### config.mk
export PLATFORM = sky130hd
export DESIGN_NAME = irq_vec_ctrl
export DESIGN_NICKNAME = d
export VERILOG_FILES = /design/src/rtl/irq_pkg.sv /design/src/rtl/irq_prio_enc.sv /design/src/rtl/irq_regs.sv /design/src/rtl/irq_active.sv /design/src/rtl/irq_vec_ctrl.sv
export SDC_FILE = /design/constraint.sdc
export NUM_CORES = 1
export LEC_CHECK = 0
export ABC_AREA = 1
export BUFFER_PORTS_ARGS = -buffer_cell sky130_fd_sc_hd__buf_4
export CAP_MARGIN = 20
export CORE_ASPECT_RATIO = 1.5
export CORE_MARGIN = 2
export CORE_UTILIZATION = 37
export DETAILED_ROUTE_END_ITERATION = 8
export GPL_TIMING_DRIVEN = 0
export PLACE_DENSITY = 0.58
export SETUP_SLACK_MARGIN = 0.02
export SYNTH_ARGS = -nofsm -noshare
export SYNTH_HDL_FRONTEND = slang
export SYNTH_SLANG_ARGS = --single-unit
export TNS_END_PERCENT = 30
### constraint.sdc
create_clock -name clk_i -period 8.4 [get_ports clk_i]
set_input_delay 1.26 -clock clk_i [delete_from_list [all_inputs] [get_ports clk_i]]
set_output_delay 1.26 -clock clk_i [all_outputs]
set_load 0.02 [all_outputs]
### src/rtl/irq_pkg.sv
package irq_pkg;

  typedef enum logic [1:0] {
    REG_MASK = 2'd0,
    REG_PEND = 2'd1,
    REG_CTRL = 2'd2,
    REG_ACT  = 2'd3
  } reg_sel_e;

  typedef struct packed {
    logic nest;
    logic gie;
  } ctrl_t;

endpackage

### src/rtl/irq_prio_enc.sv
module irq_prio_enc #(
  parameter int unsigned N     = 16,
  parameter int unsigned IDX_W = $clog2(N)
) (
  input  logic [N-1:0]     in_i,
  output logic             vld_o,
  output logic [IDX_W-1:0] idx_o,
  output logic [N-1:0]     first_o
);

  // one-hot of the lowest set bit
  for (genvar g = 0; g < N; g++) begin : g_first
    if (g == 0) begin : g_lsb
      assign first_o[g] = in_i[g];
    end else begin : g_upper
      assign first_o[g] = in_i[g] & ~(|in_i[g-1:0]);
    end
  end

  always_comb begin
    idx_o = '0;
    for (int unsigned i = 0; i < N; i++) begin
      if (first_o[i]) idx_o = idx_o | IDX_W'(i);
    end
  end

  assign vld_o = |in_i;

endmodule

### src/rtl/irq_regs.sv
module irq_regs
  import irq_pkg::*;
#(
  parameter int unsigned N_SRC = 16
) (
  input  logic             clk_i,
  input  logic             rst_ni,
  input  logic             we_i,
  input  reg_sel_e         sel_i,
  input  logic [N_SRC-1:0] wdata_i,
  input  logic [N_SRC-1:0] req_i,
  input  logic [N_SRC-1:0] clr_i,
  output logic [N_SRC-1:0] mask_q,
  output logic [N_SRC-1:0] pend_q,
  output ctrl_t            ctrl_q
);

  logic [N_SRC-1:0] sw_set;

  assign sw_set = (we_i && sel_i == REG_PEND) ? wdata_i : '0;

  always_ff @(posedge clk_i or negedge rst_ni) begin
    if (!rst_ni) begin
      mask_q <= '0;
      pend_q <= '0;
      ctrl_q <= '0;
    end else begin
      if (we_i && sel_i == REG_MASK) mask_q <= wdata_i;
      if (we_i && sel_i == REG_CTRL) ctrl_q <= ctrl_t'(wdata_i[1:0]);
      // new requests win over an acknowledge clear
      pend_q <= (pend_q & ~clr_i) | req_i | sw_set;
    end
  end

endmodule

### src/rtl/irq_active.sv
module irq_active #(
  parameter int unsigned N_SRC = 16,
  parameter int unsigned IDX_W = $clog2(N_SRC)
) (
  input  logic             clk_i,
  input  logic             rst_ni,
  input  logic [N_SRC-1:0] set_i,
  input  logic             rti_i,
  output logic [N_SRC-1:0] act_q,
  output logic             lo_vld_o,
  output logic [IDX_W-1:0] lo_idx_o
);

  logic [N_SRC-1:0] lo_first;

  irq_prio_enc #(.N(N_SRC), .IDX_W(IDX_W)) u_lo_enc (
    .in_i    (act_q),
    .vld_o   (lo_vld_o),
    .idx_o   (lo_idx_o),
    .first_o (lo_first)
  );

  always_ff @(posedge clk_i or negedge rst_ni) begin
    if (!rst_ni) begin
      act_q <= '0;
    end else begin
      act_q <= (act_q & ~(rti_i ? lo_first : '0)) | set_i;
    end
  end

endmodule

### src/rtl/irq_vec_ctrl.sv
module irq_vec_ctrl
  import irq_pkg::*;
#(
  parameter int unsigned        N_SRC    = 16,
  parameter int unsigned        N_NMI    = 2,
  parameter int unsigned        ADDR_W   = 24,
  parameter logic [ADDR_W-1:0]  VEC_BASE = 24'h010000
) (
  input  logic              clk_i,
  input  logic              rst_ni,
  input  logic [N_SRC-1:0]  req_i,
  input  logic              reg_we_i,
  input  logic [1:0]        reg_addr_i,
  input  logic [N_SRC-1:0]  reg_wdata_i,
  output logic [N_SRC-1:0]  reg_rdata_o,
  input  logic              ack_i,
  input  logic              rti_i,
  output logic              irq_o,
  output logic [ADDR_W-1:0] vec_o,
  output logic [N_SRC-1:0]  active_o
);

  localparam int unsigned IDX_W = $clog2(N_SRC);
  localparam logic [N_SRC-1:0] NMI_MASK = {{(N_SRC-N_NMI){1'b0}}, {N_NMI{1'b1}}};

  reg_sel_e         sel;
  logic [N_SRC-1:0] mask_q, pend_q, act_q;
  ctrl_t            ctrl_q;
  logic             gie, nest;
  logic [N_SRC-1:0] eff, c_first, clr;
  logic             c_vld, a_vld, allow, take;
  logic [IDX_W-1:0] c_idx, a_idx;

  assign sel  = reg_sel_e'(reg_addr_i);
  assign gie  = ctrl_q.gie;
  assign nest = ctrl_q.nest;

  irq_regs #(.N_SRC(N_SRC)) u_regs (
    .clk_i   (clk_i),
    .rst_ni  (rst_ni),
    .we_i    (reg_we_i),
    .sel_i   (sel),
    .wdata_i (reg_wdata_i),
    .req_i   (req_i),
    .clr_i   (clr),
    .mask_q  (mask_q),
    .pend_q  (pend_q),
    .ctrl_q  (ctrl_q)
  );

  // non-maskable slots bypass mask and global enable
  assign eff = pend_q & (mask_q | NMI_MASK) & (gie ? {N_SRC{1'b1}} : NMI_MASK);

  irq_prio_enc #(.N(N_SRC), .IDX_W(IDX_W)) u_cand_enc (
    .in_i    (eff),
    .vld_o   (c_vld),
    .idx_o   (c_idx),
    .first_o (c_first)
  );

  irq_active #(.N_SRC(N_SRC), .IDX_W(IDX_W)) u_active (
    .clk_i    (clk_i),
    .rst_ni   (rst_ni),
    .set_i    (clr),
    .rti_i    (rti_i),
    .act_q    (act_q),
    .lo_vld_o (a_vld),
    .lo_idx_o (a_idx)
  );

  assign allow = !a_vld || (nest && (c_idx < a_idx));
  assign irq_o = c_vld && allow;
  assign take  = ack_i && irq_o;
  assign clr   = take ? c_first : '0;
  assign vec_o = irq_o ? (VEC_BASE + (ADDR_W'(c_idx) << 2)) : '0;
  assign active_o = act_q;

  always_comb begin
    unique case (sel)
      REG_MASK: reg_rdata_o = mask_q;
      REG_PEND: reg_rdata_o = pend_q;
      REG_CTRL: reg_rdata_o = N_SRC'(ctrl_q);
      default:  reg_rdata_o = act_q;
    endcase
  end

endmodule

==> results of run 1 <==
[cells in the final DEF (no fill, tap or decap), types with 2 or more instances in the layout]
| cell type | synthesis | layout |
|---|---|---|
| o21ai_0 | 33 | 33 |
| nor2_4 | 2 | 2 |
| clkbuf_1 | 8 | 9 |
| nand2_1 | 132 | 132 |
| clkbuf_16 | 0 | 5 |
| o211ai_1 | 11 | 11 |
| conb_1 | 1 | 19 |
| nor3_1 | 6 | 6 |
| a31oi_1 | 4 | 4 |
| a21oi_1 | 6 | 6 |
| nor2_2 | 4 | 4 |
| a2111oi_0 | 2 | 2 |
| nor4_1 | 2 | 2 |
| buf_8 | 2 | 2 |
| ha_1 | 3 | 3 |
| nand3_1 | 28 | 28 |
| dfrtp_1 | 50 | 50 |
| nand4_1 | 8 | 8 |
| nand3_2 | 9 | 9 |
| o31ai_1 | 2 | 2 |
| nand4_2 | 10 | 10 |
| inv_1 | 74 | 74 |
| nor2_1 | 31 | 31 |
| o21bai_1 | 15 | 15 |
| nor3_2 | 2 | 2 |
| nand2_2 | 6 | 6 |
| buf_4 | 20 | 95 |
| buf_2 | 2 | 2 |
[state kept, by name (all words and copies together), names as in the netlist]
signal and cells:
u_active.act_q 16, u_regs.mask_q 16, u_regs.pend_q 16, u_regs.ctrl_q 2
[report_power, final]
part | internal, mW | switching (mW) | leakage [nW]
Clock | 0.141 | 0.0930 | 0.0771
Sequential | 0.262 | 0.0234 | 0.587
Combinational | 0.118 | 0.201 | 1.75
[logic make-up (layout without fill, tap and decap cells)]
kind of cell,count (synthesis),in the layout
other,1,19
adder cells (fa/ha/maj),3,3
AO/OA/AOI/OAI,75,75
AND/OR/NAND/NOR,242,242
buffers and inverters,108,191
flip-flops,50,50
[worst min-delay path by stage]
stage / to / startpoint / slack [ps] / cells after the start
3_3_place_gp: u_regs.mask_q[0] / u_regs.mask_q[0] / 480 / 2
2_1_floorplan: u_regs.mask_q[0] / u_regs.mask_q[0] / 450 / 2
5_1_grt: u_regs.mask_q[0] / u_regs.mask_q[0] / 550 / 2
6_report: u_regs.pend_q[7] / u_regs.pend_q[7] / 500 / 2
4_1_cts: u_regs.mask_q[0] / u_regs.mask_q[0] / 500 / 2
3_5_place_dp: u_regs.mask_q[0] / u_regs.mask_q[0] / 480 / 2
[per-layer routing]
| metal | track usage [%] | vias up |
|---|---|---|
| met5 | 0 | - |
| met1 | 24.7 | 1547 |
| met2 | 39.9 | 88 |
| li1 | - | 1708 |
| met4 | 8.09 | 0 |
| met3 | 2.82 | 14 |
[per-stage QoR]
step | setup slack (ps) | utilization (%) | total power, mW | std cells | area (um2)
6_report | 3600 | 48.0 | 0.838 | 692 | 4390
4_1_cts | 3620 | 48.0 | 0.844 | 692 | 4390
5_1_grt | 3250 | 48.0 | 0.883 | 692 | 4390
2_1_floorplan | 4340 | - | 0.502 | 497 | 3520
3_3_place_gp | 3930 | 46.2 | 0.605 | 684 | 4220
3_5_place_dp | 3940 | 46.2 | 0.609 | 684 | 4220
[area by class of cell]
type / count / area (um2)
fill: 974 / 4760
sequential: 50 / 1250
multi-input combinational: 339 / 1760
tap: 112 / 140
buffer: 33 / 231
clock buffer: 6 / 129
clock inverter: 2 / 37.5
timing repair buffer: 75 / 563
inverter: 75 / 282
[critical path: stages (launching register included)]
cell	delay [ps]
dfrtp_1	370
buf_6	140
nand3_2	100
nand2_1	90
nor2_1	190
nand2_2	110
nor2_1	100
inv_1	80
nor2_1	90
inv_1	70
nor3_1	370
nor2_1	170
nand2_1	110
ha_1	240
a211oi_1	260
nand2_2	110
nand2_4	110
nand2_1	140
a31oi_1	210
buf_4	170
==> impl_metrics.json, run 1 <==
{
  "cts_root_buffer": "clkbuf_16",
  "setup.worst_path.start_class": "flip-flop",
  "synth_mux_area_share_pct": 0,
  "syn_area_mm2": 0.00345,
  "synth_top_area_share_pct": 36.2,
  "tns_ps": 0,
  "highest_layer": "met4",
  "wirelength_um": 10600,
  "synthTopCellsByArea": "dfrtp_1, nand2_1, inv_1, o21ai_0, buf_4",
  "ant_nets": 0,
  "post_cts_buffers": 0,
  "hold_viol": 0,
  "crit_end": "vec_o[2]",
  "worstHoldPathType": "flip-flop to flip-flop",
  "via_per_inst": 4.85,
  "path_max_fanout": 8,
  "relSlewSlack_pct": 51.2,
  "initialDrtViolationCount": 142,
  "path_class": "flip-flop to output pin",
  "finalSetupViolations": 0,
  "yosysWarnings": 0,
  "synthTopCellsByCount": "nand2_1, inv_1, dfrtp_1, o21ai_0, nor2_1",
  "r2r_cells": 20,
  "synth-simple-area-share_pct": 34.4,
  "post_cts_resized": 0,
  "htree_levels": 2,
  "period_share_pct": 57.2,
  "core_mm2": 0.00915,
  "num_rows": 43,
  "yosysTopAreaCell": "dfrtp_1",
  "met1_length_um": 4270,
  "fin_worst_skew_ps": 7.61,
  "dieArea_mm2": 0.0101,
  "grt_pass1_wl_um": 16900,
  "crit_start": "u_regs.ctrl_q[0]",
  "antenna_cells": 0,
  "cts_sinks": 50,
  "wl_per_cell_um": 15.3,
  "async_flop_share_pct": 100,
  "fmax_ghz": 0.208,
  "run_status": "finished clean",
  "final_nets": 621,
  "cts_tree": "yes",
  "die_y_um": 122,
  "ios": 96,
  "required_ps": 7140,
  "yosys_most_used_dff": "dfrtp_1",
  "clkTransAtPathRegs_ps": 70,
  "rsz0062_at_grt": "no",
  "synth_compound_gate_area_share_pct": 13.3,
  "remaining_drc_errors": 0,
  "crit-reg2reg-capture": "u_regs.pend_q[7]",
  "grt_max_degree": 51,
  "critPathCaptureType": "output pin",
  "peakVddDrop_mv": 0.150,
  "finalHoldWorstSlack_ps": 498,
  "wl_met2_um": 5590,
  "reg2reg_from": "u_regs.ctrl_q[0]",
  "ys_seq_area_share_pct": 36.2,
  "die_w_um": 82.9,
  "drtPass1Iterations": 5,
  "port_buffers": 75,
  "ys_seq_elements": 50,
  "p_leak_nw": 2.42,
  "grt_usage_pct": 21.4,
  "cts.path.max_buffers": 2,
  "ys_types": 33,
  "dpl.hpwl_um": 8750,
  "cts_buffers": 5,
  "period_minus_slack_ps": 4800,
  "cp_data_arrival_time_ps": 3540,
  "yosysMostFrequentCell": "nand2_1",
  "place.gp.congestion": 0.880,
  "layout-drive-gt1-share_pct": 24.7,
  "cap_viol_max_count": 0,
  "antenna_found_initial": 0,
  "start_util_pct": 37.8,
  "r2r_slack_ps": 5120,
  "grt.overflow.total": 0,
  "maxSlewViolCount": 0,
  "vias": 3357,
  "synth_top_family_by_area": "simple AND/OR/NAND/NOR gates",
  "worst_slew_pin_slew_ps": 714,
  "synth_xor_area_share_pct": 0,
  "synth-adder-area-share_pct": 1.09,
  "dr_wl_met3_um": 444,
  "cts_hold_buf": 0,
  "syn_inst": 479,
  "clk-insertion-delay-late_ps": 300,
  "first_global_vias": 3336,
  "synth-edff-count": 0,
  "syn2layout_area_growth_pct": 27.1,
  "post_synth.cell_area_avg_um2": 7.21,
  "powerDensity_mw_per_mm2": 191
}
(Power assumes the default switching activity.)
==> inputs of run 2 (changes only) <==
Settings changed: ABC_AREA 1 to 0, PLACE_DENSITY 0.58 to 0.6.
Clock period 8.4 ns to 4.16 ns, I/O delays scaled along.
==> run 2 against run 1 <==
  * Register-to-register slack got worse by 4400 ps
  * Combinational power increased by 99%
  * Clock power increased by 80%
  * Synthesized area decreased by 2.0%
  * Sequential power increased by 110%
  * Critical path type unchanged
  * Highest routed layer unchanged
==> impl_metrics.json, run 2 <==
{
  "run_status": "finished clean",
  "yosysMostFrequentCell": "dfrtp_1",
  "fin_worst_skew_ps": 12.3,
  "vias": 3238,
  "setup.worst_path.start_class": "flip-flop",
  "remaining_drc_errors": 0,
  "cts_root_buffer": "clkbuf_16",
  "dp.cells": 558,
  "r2r_slack_ps": 700,
  "grt_max_degree": 51,
  "period_minus_slack_ps": 4070,
  "critPathCaptureType": "output pin",
  "crit_start": "u_regs.mask_q[2]",
  "ant_nets": 0,
  "drtPass1Iterations": 4,
  "cts_sinks": 50,
  "cts.path.max_buffers": 2,
  "finalSetupViolations": 0,
  "ys_seq_area_share_pct": 37.0,
  "crit_end": "vec_o[3]",
  "max_stage_delay_ps": 460,
  "clk-insertion-delay-late_ps": 300,
  "crit_path_cell_trace": "a222oi_1 > a21boi_2 > a2111oi_4 > nand4_1 > nand3_1 > ha_1 > a21o_1 > a21oi_4 > o2bb2ai_4 > o21ba_4 > a311oi_2 > buf_4",
  "grt_use_met2_pct": 37.6,
  "cts_tree": "yes",
  "synthTopCellsByArea": "dfrtp_1, mux2_2, buf_4, a22o_1, o21ai_0",
  "path_class": "flip-flop to output pin",
  "num_rows": 42,
  "worst_slew_pin_slew_ps": 983,
  "reg.largest.list": "u_active.act_q (16), u_regs.mask_q (16), u_regs.pend_q (16)",
  "initialDrtViolationCount": 264,
  "dieArea_mm2": 0.00994,
  "clkTransAtPathRegs_ps": 70,
  "cap_viol_max_count": 0,
  "antenna_cells": 0,
  "finalHoldWorstSlack_ps": 344,
  "place.gp.congestion": 0.856,
  "wirelength_um": 10700,
  "via_per_inst": 5.63,
  "r2r_cells": 12,
  "synthTopCellsByCount": "dfrtp_1, nand2_1, o21ai_0, mux2_2, buf_4",
  "met1_usage_pct": 29.7,
  "port_buffers": 75,
  "syn_area_mm2": 0.00338,
  "start_util_pct": 38.1,
  "yosys_most_used_dff": "dfrtp_1",
  "period_share_pct": 97.7,
  "p_leak_nw": 2.03,
  "antenna_found_initial": 0,
  "wl_per_cell_um": 18.6,
  "final_cells": 575,
  "fmax_ghz": 0.246,
  "grt_usage_pct": 22.3,
  "required_ps": 3540,
  "layout_common_cells": "buf_4, dfrtp_1, nand2_1, o21ai_0, mux2_2",
  "layout_commonest_cell": "buf_4",
  "dpl.hpwl_um": 8120,
  "grt_pass1_wl_um": 16600,
  "final_nets": 506,
  "first_global_vias": 3059,
  "die_y_um": 121,
  "syn2layout_area_growth_pct": 31.5,
  "reg2reg_from": "u_regs.mask_q[2]",
  "crit_slowest_cell": "dfrtp_1",
  "synth_top_area_share_pct": 37.0,
  "fillers": 856,
  "ys_seq_elements": 50,
  "synth-edff-count": 0,
  "grt.overflow.total": 0,
  "post_synth.cell_area_avg_um2": 9.53,
  "hold_viol": 0,
  "cts_buffers": 5,
  "rsz0062_at_grt": "no",
  "cts_hold_buf": 0,
  "layout-drive-gt1-share_pct": 38.1,
  "cp_data_arrival_time_ps": 3440,
  "syn_inst": 355,
  "ys_types": 64,
  "yosysTopAreaCell": "dfrtp_1",
  "top_usage_layer": "met2",
  "use_met3_pct": 2.46,
  "ios": 96,
  "p_total_mw": 1.65,
  "core_mm2": 0.00888,
  "path_max_fanout": 6,
  "peakVddDrop_mv": 0.247,
  "powerDensity_mw_per_mm2": 371,
  "die_w_um": 82.1,
  "maxSlewViolCount": 0,
  "htree_levels": 2,
  "crit-reg2reg-capture": "u_regs.pend_q[2]",
  "relSlewSlack_pct": 34.3,
  "yosysWarnings": 0,
  "worstHoldPathType": "input port to async pin",
  "async_flop_share_pct": 100
}
==> run 2: cell count changes in the layout (fill, tap and decap cells not counted), moves of 12 or more <==
cell      delta
a22o_1      +17
buf_4       +12
inv_1       -61
mux2_2      +24
nand2_1     -95
nand3_1     -16
nor2_1      -21
o21bai_1    -15
==> run 2: timing repair <==
action	CTS	global route
endpoints found under the setup margin	16	6
pin swaps	7	7
hold endpoints to repair	0	0
buffers inserted	6	3
resized for setup	6	8
==> run 2: power breakdown <==
group,total (mW),switching [mW],leakage (nW),internal (mW)
logic,0.635,0.355,1.38,0.280
registers,0.594,0.0637,0.576,0.531
clock network,0.422,0.183,0.0729,0.238
total,1.65,0.602,2.03,1.05
==> run 2: worst min path at each step <==
stage | start | to | slack, ps | depth (start not counted)
final | rst_ni | u_regs.mask_q[9] | 340 | 1
after global routing | rst_ni | u_regs.mask_q[9] | 420 | 1
after CTS | rst_ni | u_regs.mask_q[9] | 380 | 1
after detailed placement | u_regs.mask_q[1] | u_regs.mask_q[1] | 500 | 1
after global placement | u_regs.mask_q[1] | u_regs.mask_q[1] | 490 | 1
after floorplan | rst_ni | u_active.act_q[0] | 330 | 0
==> run 2: area by class of cell <==
type	count	area (um2)	share of cell area [%]
buffer	38	269	6.04
clock buffer	6	139	3.12
clock inverter	2	12.5	0.281
inverter	13	48.8	1.10
multi-input combinational	272	1960	44.1
sequential	50	1250	28.1
tap	110	138	3.09
timing repair buffer	84	631	14.2
==> run 2: stage by stage <==
stage / worst slack, ps / instance area [um2] / utilization (%) / setup TNS (ps)
after floorplan: 177 / 3450 / - / 0
after global placement: -346 / 4150 / 46.8 / -1400
after detailed placement: -363 / 4150 / 46.8 / -1640
after CTS: 42.7 / 4380 / 49.4 / 0
after global routing: 11.0 / 4450 / 50.1 / 0
final: 94.2 / 4450 / 50.1 / 0
==> run 2: cells by family (layout without fill, tap and decap cells) <==
family                   count (synthesis)  in the layout  share of synthesized area, %
AO/OA/AOI/OAI                          118            118                          26.0
adder cells (fa/ha/maj)                  3              3                          1.11
buffers and inverters                   51            143                          9.39
flip-flops                              50             50                          37.0
multiplexers                            26             26                          9.32
other                                    1             19                         0.111
AND/OR/NAND/NOR                        106            106                          17.1
==> run 2: layer usage <==
layer | wire [um] | vias up | share of wire [%]
li1 | - | 1531 | -
met1 | 4370 | 1567 | 41
met2 | 5490 | 124 | 51
met3 | 611 | 16 | 5.7
met4 | 242 | 0 | 2.3
met5 | 0 | - | 0
==> run 2: critical path, delay by kind of cell (launching register included) <==
family                   cells  cell delay [ps]
AO/OA/AOI/OAI                8             1870
flip-flops                   1              460
buffers and inverters        1              190
AND/OR/NAND/NOR              2              380
adder cells (fa/ha/maj)      1              250
==> inputs of run 3 (changes only) <==
Settings changed: CTS_BUF_LIST set to sky130_fd_sc_hd__clkbuf_16.
==> run 3 against run 2 <==
  * Critical path depth increased by 1
  * Core utilization grew 0.070 points
  * Clock skew shrank 3.7 ps
  * Global-route usage about the same
  * Die area stayed put
  * Via count fell by 0.99%
  * Sequential share of layout area barely moved
  * First-iteration DRC count increased by 6.8%
  * Critical endpoint unchanged
  * Largest cell class unchanged
==> impl_metrics.json, run 3 (synthesized netlist as in run 2, its figures left out) <==
{
  "run_status": "finished clean",
  "cts.path.max_buffers": 2,
  "relSlewSlack_pct": 32.7,
  "dpl.hpwl_um": 8120,
  "finalSetupViolations": 0,
  "reg2reg_from": "u_regs.mask_q[3]",
  "fin_util_pct": 50.2,
  "dieArea_mm2": 0.00994,
  "period_share_pct": 96.6,
  "remaining_drc_errors": 0,
  "initialDrtViolationCount": 282,
  "layout_common_cells": "buf_4, dfrtp_1, nand2_1, o21ai_0, mux2_2",
  "worstHoldPathType": "input port to async pin",
  "critPathCaptureType": "output pin",
  "layout_commonest_cell": "buf_4",
  "drtPass1Iterations": 4,
  "crit_path_cell_trace": "a222oi_1 > buf_4 > a21boi_2 > a2111oi_4 > nand4_1 > nand3_1 > ha_1 > a21o_1 > a21oi_4 > o2bb2ai_4 > o21ba_4 > a311oi_2 > buf_4",
  "crit_slowest_cell": "dfrtp_2",
  "rsz0062_at_grt": "no",
  "layout-drive-gt1-share_pct": 38.3,
  "ios": 96,
  "crit-reg2reg-capture": "u_regs.pend_q[4]",
  "period_minus_slack_ps": 4020,
  "wl_per_cell_um": 18.4,
  "first_global_vias": 3060,
  "place.gp.congestion": 0.856,
  "grt_max_degree": 51,
  "vias": 3206,
  "r2r_cells": 13,
  "grt_usage_pct": 22.3,
  "reg.largest.list": "u_active.act_q (16), u_regs.mask_q (16), u_regs.pend_q (16)",
  "max_stage_delay_ps": 430,
  "ant_nets": 0,
  "die_w_um": 82.1,
  "p_leak_nw": 2.03,
  "syn2layout_area_growth_pct": 31.7,
  "antenna_cells": 0,
  "powerDensity_mw_per_mm2": 366,
  "cp_data_arrival_time_ps": 3390,
  "maxSlewViolCount": 0,
  "antenna_found_initial": 0,
  "cp.buffers_inverters": 2,
  "worst_path_most_repeated_cell": "buf_4",
  "cts_root_buffer": "clkbuf_16",
  "placed_area_mm2": 0.00415,
  "grt_pass1_wl_um": 16600,
  "peakVddDrop_mv": 0.247,
  "critPathTopFamily": "compound AO/OA/AOI/OAI gates",
  "cts_buffers": 5,
  "core_mm2": 0.00888,
  "start_util_pct": 38.1,
  "cts_sinks": 50,
  "die_y_um": 121,
  "setup.worst_path.start_class": "flip-flop",
  "r2r_slack_ps": 750,
  "p_total_mw": 1.63,
  "final_area_mm2": 0.00446,
  "fin_worst_skew_ps": 8.56,
  "num_rows": 42,
  "grt.overflow.total": 0,
  "clkTransAtPathRegs_ps": 70,
  "cap_viol_max_count": 0,
  "path_max_fanout": 5,
  "wirelength_um": 10600,
  "setup_slack_ps": 143,
  "via_per_inst": 5.56,
  "worst_slew_pin_slew_ps": 1010,
  "path_class": "flip-flop to output pin",
  "dp.cells": 558,
  "fmax_ghz": 0.249,
  "clk-insertion-delay-late_ps": 300,
  "post-place-ws_ps": -363,
  "htree_levels": 2,
  "cts_tree": "yes",
  "port_buffers": 75,
  "required_ps": 3540,
  "final_nets": 508,
  "hold_viol": 0,
  "final_cells": 577
}
==> run 3: changes by cell type in the layout (fill, tap and decap cells not counted) <==
cell      delta
buf_4        +2
clkbuf_8     -1
clkinv_1     +1
dfrtp_1      -1
dfrtp_2      +1
==> run 3: how the worst max path moves through the flow <==
stage	cells past startpoint	slack, ps	startpoint	endpoint
floorplan	11	180	u_regs.mask_q[4]	vec_o[3]
global placement	12	-350	u_regs.mask_q[4]	vec_o[3]
detailed placement	12	-360	u_regs.mask_q[4]	vec_o[4]
CTS	12	20	u_regs.mask_q[3]	vec_o[4]
global route	13	30	u_regs.mask_q[4]	vec_o[3]
finish	13	140	u_regs.mask_q[3]	vec_o[3]
==> run 3: final cells by class <==
type / instances / area, um2
Multi-Input combinational cell: 272 / 1960
Tap cell: 110 / 138
Sequential cell: 50 / 1250
Inverter: 13 / 48.8
Timing Repair Buffer: 86 / 646
Fill cell: 854 / 4420
Clock inverter: 3 / 16.3
Buffer: 38 / 269
Clock buffer: 5 / 125
==> run 3: timing repair <==
action / 4_1_cts / 5_1_grt
resized for setup: 6 / 9
endpoints found under the hold margin: 0 / 0
buffers inserted: 5 / 6
pin swaps: 7 / 9
setup endpoints to repair: 16 / 6
hold buffers: 0 / 0
==> run 3: report_power, final <==
part / total, mW / internal (mW) / switching (mW)
Clock: 0.399 / 0.220 / 0.179
Sequential: 0.595 / 0.531 / 0.0640
Combinational: 0.638 / 0.284 / 0.354
Total: 1.63 / 1.03 / 0.597
==> run 3: through the flow <==
step / TNS [ps] / hold WS (ps)
3_5_place_dp: -1640 / 497
2_1_floorplan: 0 / 328
4_1_cts: 0 / 382
6_report: 0 / 352
5_1_grt: 0 / 417
3_3_place_gp: -1400 / 490
==> run 3: per-layer routing <==
| metal | GRT usage [%] | routed length [um] | vias up |
|---|---|---|---|
| met5 | 0 | 0 | - |
| met4 | 6.88 | 227 | 0 |
| met3 | 2.46 | 659 | 15 |
| met2 | 37.6 | 5490 | 120 |
| met1 | 29.6 | 4230 | 1544 |
| li1 | - | - | 1527 |
